[src/rtl/amo_pkg.sv]
`timescale 1ns/1ps
package amo_pkg;
  typedef enum logic [2:0] {
    K_ALU, K_SWAP, K_CASNE, K_INCB, K_INCE, K_DECB, K_TWIN, K_BAD
  } opKind_e;

  typedef enum logic [1:0] { A_BASE, A_UP, A_DOWN } addrSel_e;

  typedef struct packed {
    logic     latchReq;
    logic     capFirst;
    logic     capSecond;
    logic     rdEn;
    logic     wrEn;
    addrSel_e addrSel;
    logic     finish;
  } strobe_t;

  function automatic opKind_e decodeKind(input logic isStore, input logic [4:0] fc);
    opKind_e k;
    k = K_BAD;
    if (fc[4:3] == 2'b00) k = K_ALU;
    else if (isStore) begin
      if (fc == 5'b11000) k = K_TWIN;
    end else begin
      case (fc)
        5'b01000: k = K_SWAP;
        5'b10000: k = K_CASNE;
        5'b11000: k = K_INCB;
        5'b11001: k = K_INCE;
        5'b11100: k = K_DECB;
        default:  k = K_BAD;
      endcase
    end
    return k;
  endfunction

  function automatic logic needsPair(input opKind_e k);
    return (k == K_INCB) || (k == K_INCE) || (k == K_DECB) || (k == K_TWIN);
  endfunction
endpackage

[src/rtl/amo_dpath.sv]
`timescale 1ns/1ps
module amo_dpath
  import amo_pkg::*;
#(
  parameter int DATA_W = 64,
  parameter int ADDR_W = 32
) (
  input  logic              clk,
  input  logic              rstN,
  input  strobe_t           strobe,
  input  logic              reqStore,
  input  logic              reqWide,
  input  logic [4:0]        reqFunc,
  input  logic [ADDR_W-1:0] reqAddr,
  input  logic [DATA_W-1:0] reqOpA,
  input  logic [DATA_W-1:0] reqOpB,
  input  logic [DATA_W-1:0] memRdata,
  output opKind_e           kind,
  output logic              wrCond,
  output logic              wide,
  output logic [ADDR_W-1:0] memAddr,
  output logic [DATA_W-1:0] memWdata,
  output logic [DATA_W-1:0] rspData,
  output logic              rspErr
);
  localparam int HALF_W  = DATA_W / 2;
  localparam int BYTES_F = DATA_W / 8;
  localparam int BYTES_H = HALF_W / 8;

  logic              isStore;
  logic [2:0]        aluOp;
  logic [ADDR_W-1:0] baseAddr;
  logic [DATA_W-1:0] opA, opB, wFirst, wSecond;

  always_ff @(posedge clk) begin
    if (!rstN) begin
      kind <= K_BAD; isStore <= 1'b0; wide <= 1'b0; aluOp <= '0;
      baseAddr <= '0; opA <= '0; opB <= '0; wFirst <= '0; wSecond <= '0;
    end else begin
      if (strobe.latchReq) begin
        kind     <= decodeKind(reqStore, reqFunc);
        isStore  <= reqStore;
        wide     <= reqWide;
        aluOp    <= reqFunc[2:0];
        baseAddr <= reqAddr;
        opA      <= reqOpA;
        opB      <= reqOpB;
      end
      if (strobe.capFirst)  wFirst  <= memRdata & sizeMask;
      if (strobe.capSecond) wSecond <= memRdata & sizeMask;
    end
  end

  logic [DATA_W-1:0] sizeMask, signWord, oldW, otherW, aM, bM, sOld, sA, aluOut, newVal;
  logic [ADDR_W-1:0] stepBytes;
  logic              ltU, ltS;

  always_comb begin
    sizeMask  = wide ? '1 : {{HALF_W{1'b0}}, {HALF_W{1'b1}}};
    signWord  = wide ? {1'b1, {(DATA_W-1){1'b0}}} : (DATA_W'(1) << (HALF_W - 1));
    stepBytes = wide ? ADDR_W'(BYTES_F) : ADDR_W'(BYTES_H);
    oldW      = (kind == K_DECB) ? wSecond : wFirst;
    otherW    = (kind == K_DECB) ? wFirst : wSecond;
    aM        = opA & sizeMask;
    bM        = opB & sizeMask;
    sOld      = wide ? oldW : {{HALF_W{oldW[HALF_W-1]}}, oldW[HALF_W-1:0]};
    sA        = wide ? aM : {{HALF_W{aM[HALF_W-1]}}, aM[HALF_W-1:0]};
    ltU       = oldW < aM;
    ltS       = $signed(sOld) < $signed(sA);
    case (aluOp)
      3'd0:    aluOut = oldW + aM;
      3'd1:    aluOut = oldW ^ aM;
      3'd2:    aluOut = oldW | aM;
      3'd3:    aluOut = oldW & aM;
      3'd4:    aluOut = ltU ? aM : oldW;
      3'd5:    aluOut = ltS ? aM : oldW;
      3'd6:    aluOut = ltU ? oldW : aM;
      default: aluOut = ltS ? oldW : aM;
    endcase
    case (kind)
      K_ALU:          newVal = aluOut;
      K_SWAP, K_TWIN: newVal = aM;
      K_CASNE:        newVal = bM;
      K_INCB, K_INCE: newVal = oldW + DATA_W'(1);
      K_DECB:         newVal = oldW - DATA_W'(1);
      default:        newVal = '0;
    endcase
    case (kind)
      K_ALU, K_SWAP:  wrCond = 1'b1;
      K_CASNE:        wrCond = oldW != aM;
      K_INCB, K_DECB: wrCond = oldW != otherW;
      K_INCE:         wrCond = oldW == otherW;
      K_TWIN:         wrCond = wFirst == wSecond;
      default:        wrCond = 1'b0;
    endcase
    memWdata = newVal & sizeMask;
    case (strobe.addrSel)
      A_UP:    memAddr = baseAddr + stepBytes;
      A_DOWN:  memAddr = baseAddr - stepBytes;
      default: memAddr = baseAddr;
    endcase
    rspErr = (kind == K_BAD);
    if (isStore || rspErr) rspData = '0;
    else if ((kind == K_INCB || kind == K_INCE || kind == K_DECB) && !wrCond) rspData = signWord;
    else rspData = oldW;
  end

  a_r5_casne_match_no_write: assert property (@(posedge clk) disable iff (!rstN)
    (strobe.wrEn && kind == K_CASNE) |-> (wFirst != (opA & sizeMask)));
  a_r6_incb_needs_differ: assert property (@(posedge clk) disable iff (!rstN)
    (strobe.wrEn && kind == K_INCB) |-> (wFirst != wSecond));
  a_r7_ince_needs_equal: assert property (@(posedge clk) disable iff (!rstN)
    (strobe.wrEn && kind == K_INCE) |-> (wFirst == wSecond));
  a_r10_twin_needs_equal: assert property (@(posedge clk) disable iff (!rstN)
    (strobe.wrEn && kind == K_TWIN) |-> (wFirst == wSecond));
  a_r4_narrow_upper_zero: assert property (@(posedge clk) disable iff (!rstN)
    (strobe.wrEn && !wide) |-> (memWdata[DATA_W-1:HALF_W] == '0));
endmodule

[src/rtl/amo_ctrl.sv]
`timescale 1ns/1ps
module amo_ctrl
  import amo_pkg::*;
(
  input  logic    clk,
  input  logic    rstN,
  input  logic    reqValid,
  input  logic    reqStore,
  input  logic [4:0] reqFunc,
  input  opKind_e kind,
  input  logic    wrCond,
  input  logic    rspErr,
  output logic    reqReady,
  output logic    rspValid,
  output strobe_t strobe
);
  typedef enum logic [2:0] { S_IDLE, S_RDA, S_RDB, S_CAPB, S_EXEC, S_WR2, S_ERR } state_e;
  state_e state, nextState;

  always_ff @(posedge clk) begin
    if (!rstN) state <= S_IDLE;
    else       state <= nextState;
  end

  always_comb begin
    strobe    = '0;
    strobe.addrSel = A_BASE;
    nextState = state;
    reqReady  = 1'b0;
    case (state)
      S_IDLE: begin
        reqReady = 1'b1;
        if (reqValid) begin
          strobe.latchReq = 1'b1;
          nextState = (decodeKind(reqStore, reqFunc) == K_BAD) ? S_ERR : S_RDA;
        end
      end
      S_RDA: begin
        strobe.rdEn    = 1'b1;
        strobe.addrSel = (kind == K_DECB) ? A_DOWN : A_BASE;
        nextState      = S_RDB;
      end
      S_RDB: begin
        strobe.capFirst = 1'b1;
        if (needsPair(kind)) begin
          strobe.rdEn    = 1'b1;
          strobe.addrSel = (kind == K_DECB) ? A_BASE : A_UP;
          nextState      = S_CAPB;
        end else nextState = S_EXEC;
      end
      S_CAPB: begin
        strobe.capSecond = 1'b1;
        nextState        = S_EXEC;
      end
      S_EXEC: begin
        strobe.wrEn = wrCond;
        if (kind == K_TWIN && wrCond) nextState = S_WR2;
        else begin
          strobe.finish = 1'b1;
          nextState     = S_IDLE;
        end
      end
      S_WR2: begin
        strobe.wrEn    = 1'b1;
        strobe.addrSel = A_UP;
        strobe.finish  = 1'b1;
        nextState      = S_IDLE;
      end
      default: begin
        strobe.finish = 1'b1;
        nextState     = S_IDLE;
      end
    endcase
    rspValid = strobe.finish;
  end

  a_r1_busy_after_accept: assert property (@(posedge clk) disable iff (!rstN)
    (reqValid && reqReady) |=> !reqReady);
  a_r12_single_pulse: assert property (@(posedge clk) disable iff (!rstN)
    rspValid |=> !rspValid);
  a_r11_error_no_access: assert property (@(posedge clk) disable iff (!rstN)
    (rspValid && rspErr) |-> (!strobe.wrEn && !strobe.rdEn && !$past(strobe.rdEn)));
  a_r1_read_write_exclusive: assert property (@(posedge clk) disable iff (!rstN)
    !(strobe.rdEn && strobe.wrEn));
endmodule

[src/rtl/amo_unit.sv]
`timescale 1ns/1ps
module amo_unit
  import amo_pkg::*;
#(
  parameter int DATA_W = 64,
  parameter int ADDR_W = 32
) (
  input  logic              clk,
  input  logic              rstN,
  input  logic              reqValid,
  output logic              reqReady,
  input  logic              reqStore,
  input  logic              reqWide,
  input  logic [4:0]        reqFunc,
  input  logic [ADDR_W-1:0] reqAddr,
  input  logic [DATA_W-1:0] reqOpA,
  input  logic [DATA_W-1:0] reqOpB,
  output logic              rspValid,
  output logic              rspErr,
  output logic [DATA_W-1:0] rspData,
  output logic              memRe,
  output logic              memWe,
  output logic              memWide,
  output logic [ADDR_W-1:0] memAddr,
  output logic [DATA_W-1:0] memWdata,
  input  logic [DATA_W-1:0] memRdata
);
  strobe_t strobe;
  opKind_e kind;
  logic    wrCond;

  amo_ctrl ctrl_i (
    .clk(clk), .rstN(rstN), .reqValid(reqValid), .reqStore(reqStore),
    .reqFunc(reqFunc), .kind(kind), .wrCond(wrCond), .rspErr(rspErr),
    .reqReady(reqReady), .rspValid(rspValid), .strobe(strobe)
  );

  amo_dpath #(.DATA_W(DATA_W), .ADDR_W(ADDR_W)) dpath_i (
    .clk(clk), .rstN(rstN), .strobe(strobe), .reqStore(reqStore),
    .reqWide(reqWide), .reqFunc(reqFunc), .reqAddr(reqAddr), .reqOpA(reqOpA),
    .reqOpB(reqOpB), .memRdata(memRdata), .kind(kind), .wrCond(wrCond),
    .wide(memWide), .memAddr(memAddr), .memWdata(memWdata),
    .rspData(rspData), .rspErr(rspErr)
  );

  assign memRe = strobe.rdEn;
  assign memWe = strobe.wrEn;
endmodule

[config.mk]
export PLATFORM = sky130hd
export DESIGN_NAME = amo_unit
export DESIGN_NICKNAME = d
export VERILOG_FILES = /design/src/rtl/amo_pkg.sv /design/src/rtl/amo_dpath.sv /design/src/rtl/amo_ctrl.sv /design/src/rtl/amo_unit.sv
export SDC_FILE = /design/constraint.sdc
export NUM_CORES = 2
export LEC_CHECK = 0
export ABC_AREA = 1
export ABC_CLOCK_PERIOD_IN_PS = 6000
export BUFFER_PORTS_ARGS = -buffer_cell sky130_fd_sc_hd__buf_2
export CORE_MARGIN = 3
export CORE_UTILIZATION = 36
export CTS_CLUSTER_DIAMETER = 40
export DETAILED_ROUTE_END_ITERATION = 12
export GPL_ROUTABILITY_DRIVEN = 0
export GPL_TIMING_DRIVEN = 1
export PLACE_DENSITY = 0.55
export SYNTH_ARGS = -nofsm -noshare
export SYNTH_HDL_FRONTEND = slang
export SYNTH_HIERARCHICAL = 1
export SYNTH_SLANG_ARGS = --single-unit
[constraint.sdc]
create_clock -name clk -period 6 [get_ports clk]
set_clock_uncertainty 0.1 [all_clocks]
set_input_delay 0.9 -clock clk [delete_from_list [all_inputs] [get_ports clk]]
set_output_delay 0.9 -clock clk [all_outputs]
set_load 0.01 [all_outputs]
* After elaboration in Yosys (flattened, before gate mapping) *
Cells that the tools add are included.

word-level totals
  bits in registers = 299
  bits in latches = 0
  bits in writable memories = 0
  ROM bits = 0
  bits of input ports = 234
  output and inout port bits = 166
  logic and storage cells = 113
  memories kept = 0

cells by class
  add/sub/neg operators = 5
  multipliers = 0
  div/mod/pow operators = 0
  $lt $le $gt $ge = 2
  eq/ne operators = 31
  shift-type cells = 0
  multiplexer cells = 42
  bitwise gates (word level) = 7
  reductions and logical operators = 16

operators by type and width
  kind                   count
  $mux 64                12
  $pmux 64 s7            1
  $and 64x64->64         5
  $pmux 64 s5            1
  $eq 64x64->1           2
  $lt 64x64->1           2
  $ne 64x64->1           2
  $add 64x1->64 const B  1
  $add 64x64->64         1
  $or 64x64->64          1
  $pmux 32 s2            1
  $sub 64x1->64 const B  1
  $xor 64x64->64         1
  $add 32x32->32         1
  $sub 32x32->32         1
  $eq 3x3->1 const B     10
  $pmux 3 s5             2
  $mux 3                 8
  $eq 5x5->1 const B     4
  $eq 3x2->1 const B     6
  $eq 3x1->1 const B     3
  $logic_not 3->1        3
  $mux 1                 9
  $reduce_or 2->1        4
  14 further kinds       21

* Logic depth before layout (Yosys ltp) *
  depth after elaboration = 10
  gate-level depth with buffers = 34
  mapped depth without buffers = 32

* By module *
Netlist, hierarchy kept.

modules (own cells, without submodules)
  module     instances  cells each  area an instance (µm²)
  amo_dpath  1          5751        33096.7
  amo_ctrl   1          65          365.4

* Worst setup path after synthesis *
Ideal clock, no wire load.

  kind = flip-flop to output port
  start = register dpath_i.kind[0]
  end = output port memWdata[32]
  arrival = 4244 ps
  required time = 5000 ps
  slack = 756 ps
  stages on the path, launching flop included = 29
  cells stage by stage = dfxtp_1 buf_2 nand3_4 buf_6 buf_6 buf_2 buf_2 o21ai_1 inv_1 nand2_1 clkbuf_1 o21ai_0 ha_1 nand2_1 inv_1 nand3_1 nor3_1 and2_1 and3_1 nand2_1 nand2_1 nand2_2 nand2_2 buf_4 buf_2 nand2_1 o211ai_1 nand3_1 a21oi_1

between the ends
  cells in the longest elaborated chain, start to end = 8

ends and longest elaborated chain
  item                        RTL line                          RTL
  from (decl)                 amo_dpath.sv:18                   output opKind_e kind,
  from (signal assigned)      amo_dpath.sv:41                   kind <= decodeKind(reqStore, reqFunc);
  $eq 3x3->1                  amo_dpath.sv:62, amo_dpath.sv:80
  $mux 64                     amo_dpath.sv:62                   oldW = (kind == K_DECB) ? wSecond : wFirst;
  $mux 64                     amo_dpath.sv:66                   sOld = wide ? oldW : {{HALF_W{oldW[HALF_W-1]}}, oldW[HALF_W-1:0]};
  $lt 64x64->1                amo_dpath.sv:69                   ltS = $signed(sOld) < $signed(sA);
  $mux 64 (on tied branches)  amo_dpath.sv:78, amo_dpath.sv:76
  $pmux 64 s7                 amo_dpath.sv:70                   case (aluOp)
  $pmux 64 s5 (*)             amo_dpath.sv:80                   case (kind)
  $and 64x64->64 (*)          amo_dpath.sv:96                   memWdata = newVal & sizeMask;
  to (decl)                   amo_unit.sv:25                    output logic [DATA_W-1:0] memWdata,

Every way passes the cells marked *; elsewhere a longest branch is shown, timed or not.

* Worst setup path after layout *
  start = register dpath_i.wide
  end = output port memWdata[13]

between the ends
  cells in the longest elaborated chain, start to end = 8

ends and longest elaborated chain
  item                        RTL line                          RTL
  from (decl)                 amo_dpath.sv:20                   output logic wide,
  from (signal assigned)      amo_dpath.sv:43                   wide <= reqWide;
  $mux 64                     amo_dpath.sv:59                   sizeMask = wide ? '1 : {{HALF_W{1'b0}}, {HALF_W{1'b1}}};
  $and 64x64->64              amo_dpath.sv:64                   aM = opA & sizeMask;
  $mux 64                     amo_dpath.sv:67                   sA = wide ? aM : {{HALF_W{aM[HALF_W-1]}}, aM[HALF_W-1:0]};
  $lt 64x64->1                amo_dpath.sv:69
  $mux 64 (on tied branches)  amo_dpath.sv:78, amo_dpath.sv:76
  $pmux 64 s7 (*)             amo_dpath.sv:70
  $pmux 64 s5 (*)             amo_dpath.sv:80
  $and 64x64->64 (*)          amo_dpath.sv:96

Marks and branches as above.

==> results.yml <==
clock_tree:
  h_tree_depth: 2
  clockBufferDepth: 3
  worst_setup_hold_path_clk_slew_ns: 0.05
  ctsRootBufferMaster: "clkbuf_16"
  cts-buffers-inserted: 59
  insertion_delay_ns: 0.71
  cts.sink_count: 299
  cts_tree: "yes"
setup_path:
  worst-path-buf-inv: 5
  setup.worst_path.end_class: "output port"
  slowest_delay_ns: 0.64
  critical_setup_path_kind: "flop to output port"
  startpoint_type: "flop"
  worstPathCellList: "buf_4, nand2_1, inv_1, nor2_1, ha_1, nand2_1, nor4_1, and3_4, nand2_2, nand2_2, nand2_1, nand2_4, buf_16, buf_12, o21ai_0, o21ai_0, o21bai_1, nand3_1, buf_2"
  cp_data_required_time_ns: 5.00
  cpLargestDelayFamily: "simple AND/OR/NAND/NOR gates"
  timing.critical_path.arrival_ns: 4.95
  worst_path_most_repeated_cell: "nand2_1"
  crit_path_top_delay_cell: "dfxtp_4"
  critPathMaxFanout: 29
power:
  power.switching_mw: 13.1
  power.clock.fraction_pct: 15.1
  vdd_ir_drop_max_uv: 512
  power.internal_mw: 10.8
  share_of_total_power_consumed_by_net_switching_pct: 55.0
  total_leakage_power_nw: 19.7
  p_comb_share_pct: 71.8
  seq_power_share_pct: 13.2
  power_per_cell_area_nw_per_um2: 575
grt:
  antenna_violations_before_repair: 9
  use_met3_pct: 8.88
  via_count_of_the_first_global_routing_pass: 39300
  grt_remaining_overflow: 0
  pin_count_of_the_biggest_net_entering_global_routing: 146
  grt_util_all_layers_pct: 33.5
  gr-usage-met1_pct: 46.5
  grtUsageMet2_pct: 47.7
  wire_length_of_the_first_global_routing_pass_um: 249000
  global_route.peak_usage_layer: "met2"
floorplan:
  num_io_pins: 400
  floorplan.die_area_um2: 96600
  row_count: 111
  floorplan.die.width_um: 311
  floorplan.initialDensity_pct: 36.4
  core_area_um2: 91900
  die_h_um: 311
drt:
  final_routed_wire_length_divided_by_cell_count_um: 23.3
  antenna_left: 0
  drt_wl_total_um: 175000
  viasPerCell: 5.79
  drc_marker_count_from_the_first_detailed_route_iteration: 5936
  num_vias: 43500
  drt_pass1_iterations: 8
  drcViolationCount: 0
timing:
  setup_viol_count_final: 0
  final_max_slew_viol_count: 0
  relSlewSlack_pct: 33.6
  fin_setup_tns_ns: 0
  period_minus_slack_ns: 5.95
  hold_viol_final: 0
  clock.fmax_ghz: 0.168
  timing.final.crit_share_pct: 99.2
  grt_setup_unrepaired: "true"
  worst_slew_pin_slew_ns: 0.986
logic_synthesis:
  synth.net_count: 6305
  netlist_area_pre_place_um2: 33500
  syn-mean-instance-area_um2: 5.75
  post_synth_inst_count: 5815
  yosys_warnings: 6
final_layout:
  finalCoreUtilization_pct: 45.2
  final_net_count: 6708
  flow.area_growth_from_synthesis_pct: 24.2
  instances_no_fill: 7515
  stdcell_area_um2: 41600
  layout-drive-gt1-share_pct: 17.6
placed_design:
  numPortBuffers: 399
  placed_cells: 7346
  postPlaceCellArea_um2: 37300
  dpl.hpwl_um: 133000
outcome:
  status: "completed"
run:
  number_of_maximum_capacitance_violations: 0
worst_hold_path:
  worstHoldPathType: "primary input to flop"
## what timing repair did
item,CTS,global route
gates resized for setup,138,233
hold buffers,0,0
gates cloned,8,12
setup buffers,16,20
setup endpoints to repair,129,141
pin swaps,7,33
## worst paths after layout
| kind | slack, ns | from | endpoint | cells after the start |
|---|---|---|---|---|
| worst max-delay path | 0.05 | dpath_i/wide | memWdata[13] | 19 |
| worst min-delay path | 0.31 | reqAddr[0] | dpath_i/baseAddr[0] | 3 |
| worst max register to register | 1.86 | dpath_i/kind[1] | ctrl_i/state[2] | 26 |
| worst min register to register | 0.38 | dpath_i/wFirst[0] | dpath_i/wFirst[0] | 2 |
## final cells by class
type	instances	area, µm²
Multi-Input combinational cell	4557	24900
Clock buffer	71	1560
Sequential cell	299	5990
Antenna cell	4	10.0
Clock inverter	40	598
Timing Repair Buffer	616	4350
Tap cell	1243	1560
Inverter	685	2610
Fill cell	10000	50400
## through the flow
step / setup WS (ns) / hold WS (ns) / power [mW]
2_1_floorplan: 0.756 / 0.348 / 11.6
3_3_place_gp: 0.213 / 0.368 / 16.5
3_5_place_dp: 0.194 / 0.376 / 16.5
4_1_cts: -0.000421 / 0.287 / 21.3
5_1_grt: -0.0744 / 0.321 / 25.0
6_report: 0.0486 / 0.309 / 23.9
## power groups by stage
stage | combinational (mW) | sequential [mW] | clock, mW
6_report | 17.1 | 3.15 | 3.60
5_1_grt | 18.0 | 3.19 | 3.74
4_1_cts | 14.6 | 3.11 | 3.65
3_5_place_dp | 13.4 | 3.14 | 0
3_3_place_gp | 13.3 | 3.13 | 0
2_1_floorplan | 8.72 | 2.86 | 0
## state kept, by name (all words and copies together) (netlist names)
name	flops
dpath_i/wide	1
dpath_i/wFirst	64
dpath_i/wSecond	64
dpath_i/opA	64
dpath_i/isStore	1
dpath_i/opB	64
dpath_i/baseAddr	32
dpath_i/kind	3
ctrl_i/state	3
dpath_i/aluOp	3
## cells in the final DEF (no fill, tap or decap), types with 34 or more instances in the layout
cell and n:
dfxtp_1 297, clkbuf_16 69, nand3_1 329, nor3_1 47, nand2_1 1097, inv_1 620
buf_4 164, o21ai_0 653, o21ai_2 34, ha_1 221, o21ai_1 105, nor2_1 823
a22oi_1 60, nand4_1 79, o22ai_1 52, xnor2_1 39, a211oi_1 47, o211ai_1 75
a21oi_1 449, inv_2 51, buf_2 395, nand2_2 72
## worst min-delay path: cells and delay by family
family / cells / cell delay [ns]
AND/OR/NAND/NOR: 2 / 0.11
buffers and inverters: 1 / 0.07
## layer usage
metal  share of wire, %  wire [µm]
met1                 41      72600
met2                 40      69300
met3                 13      22500
met4                6.0      10600
met5              0.051         89
Power figures use the tool's default switching activity.
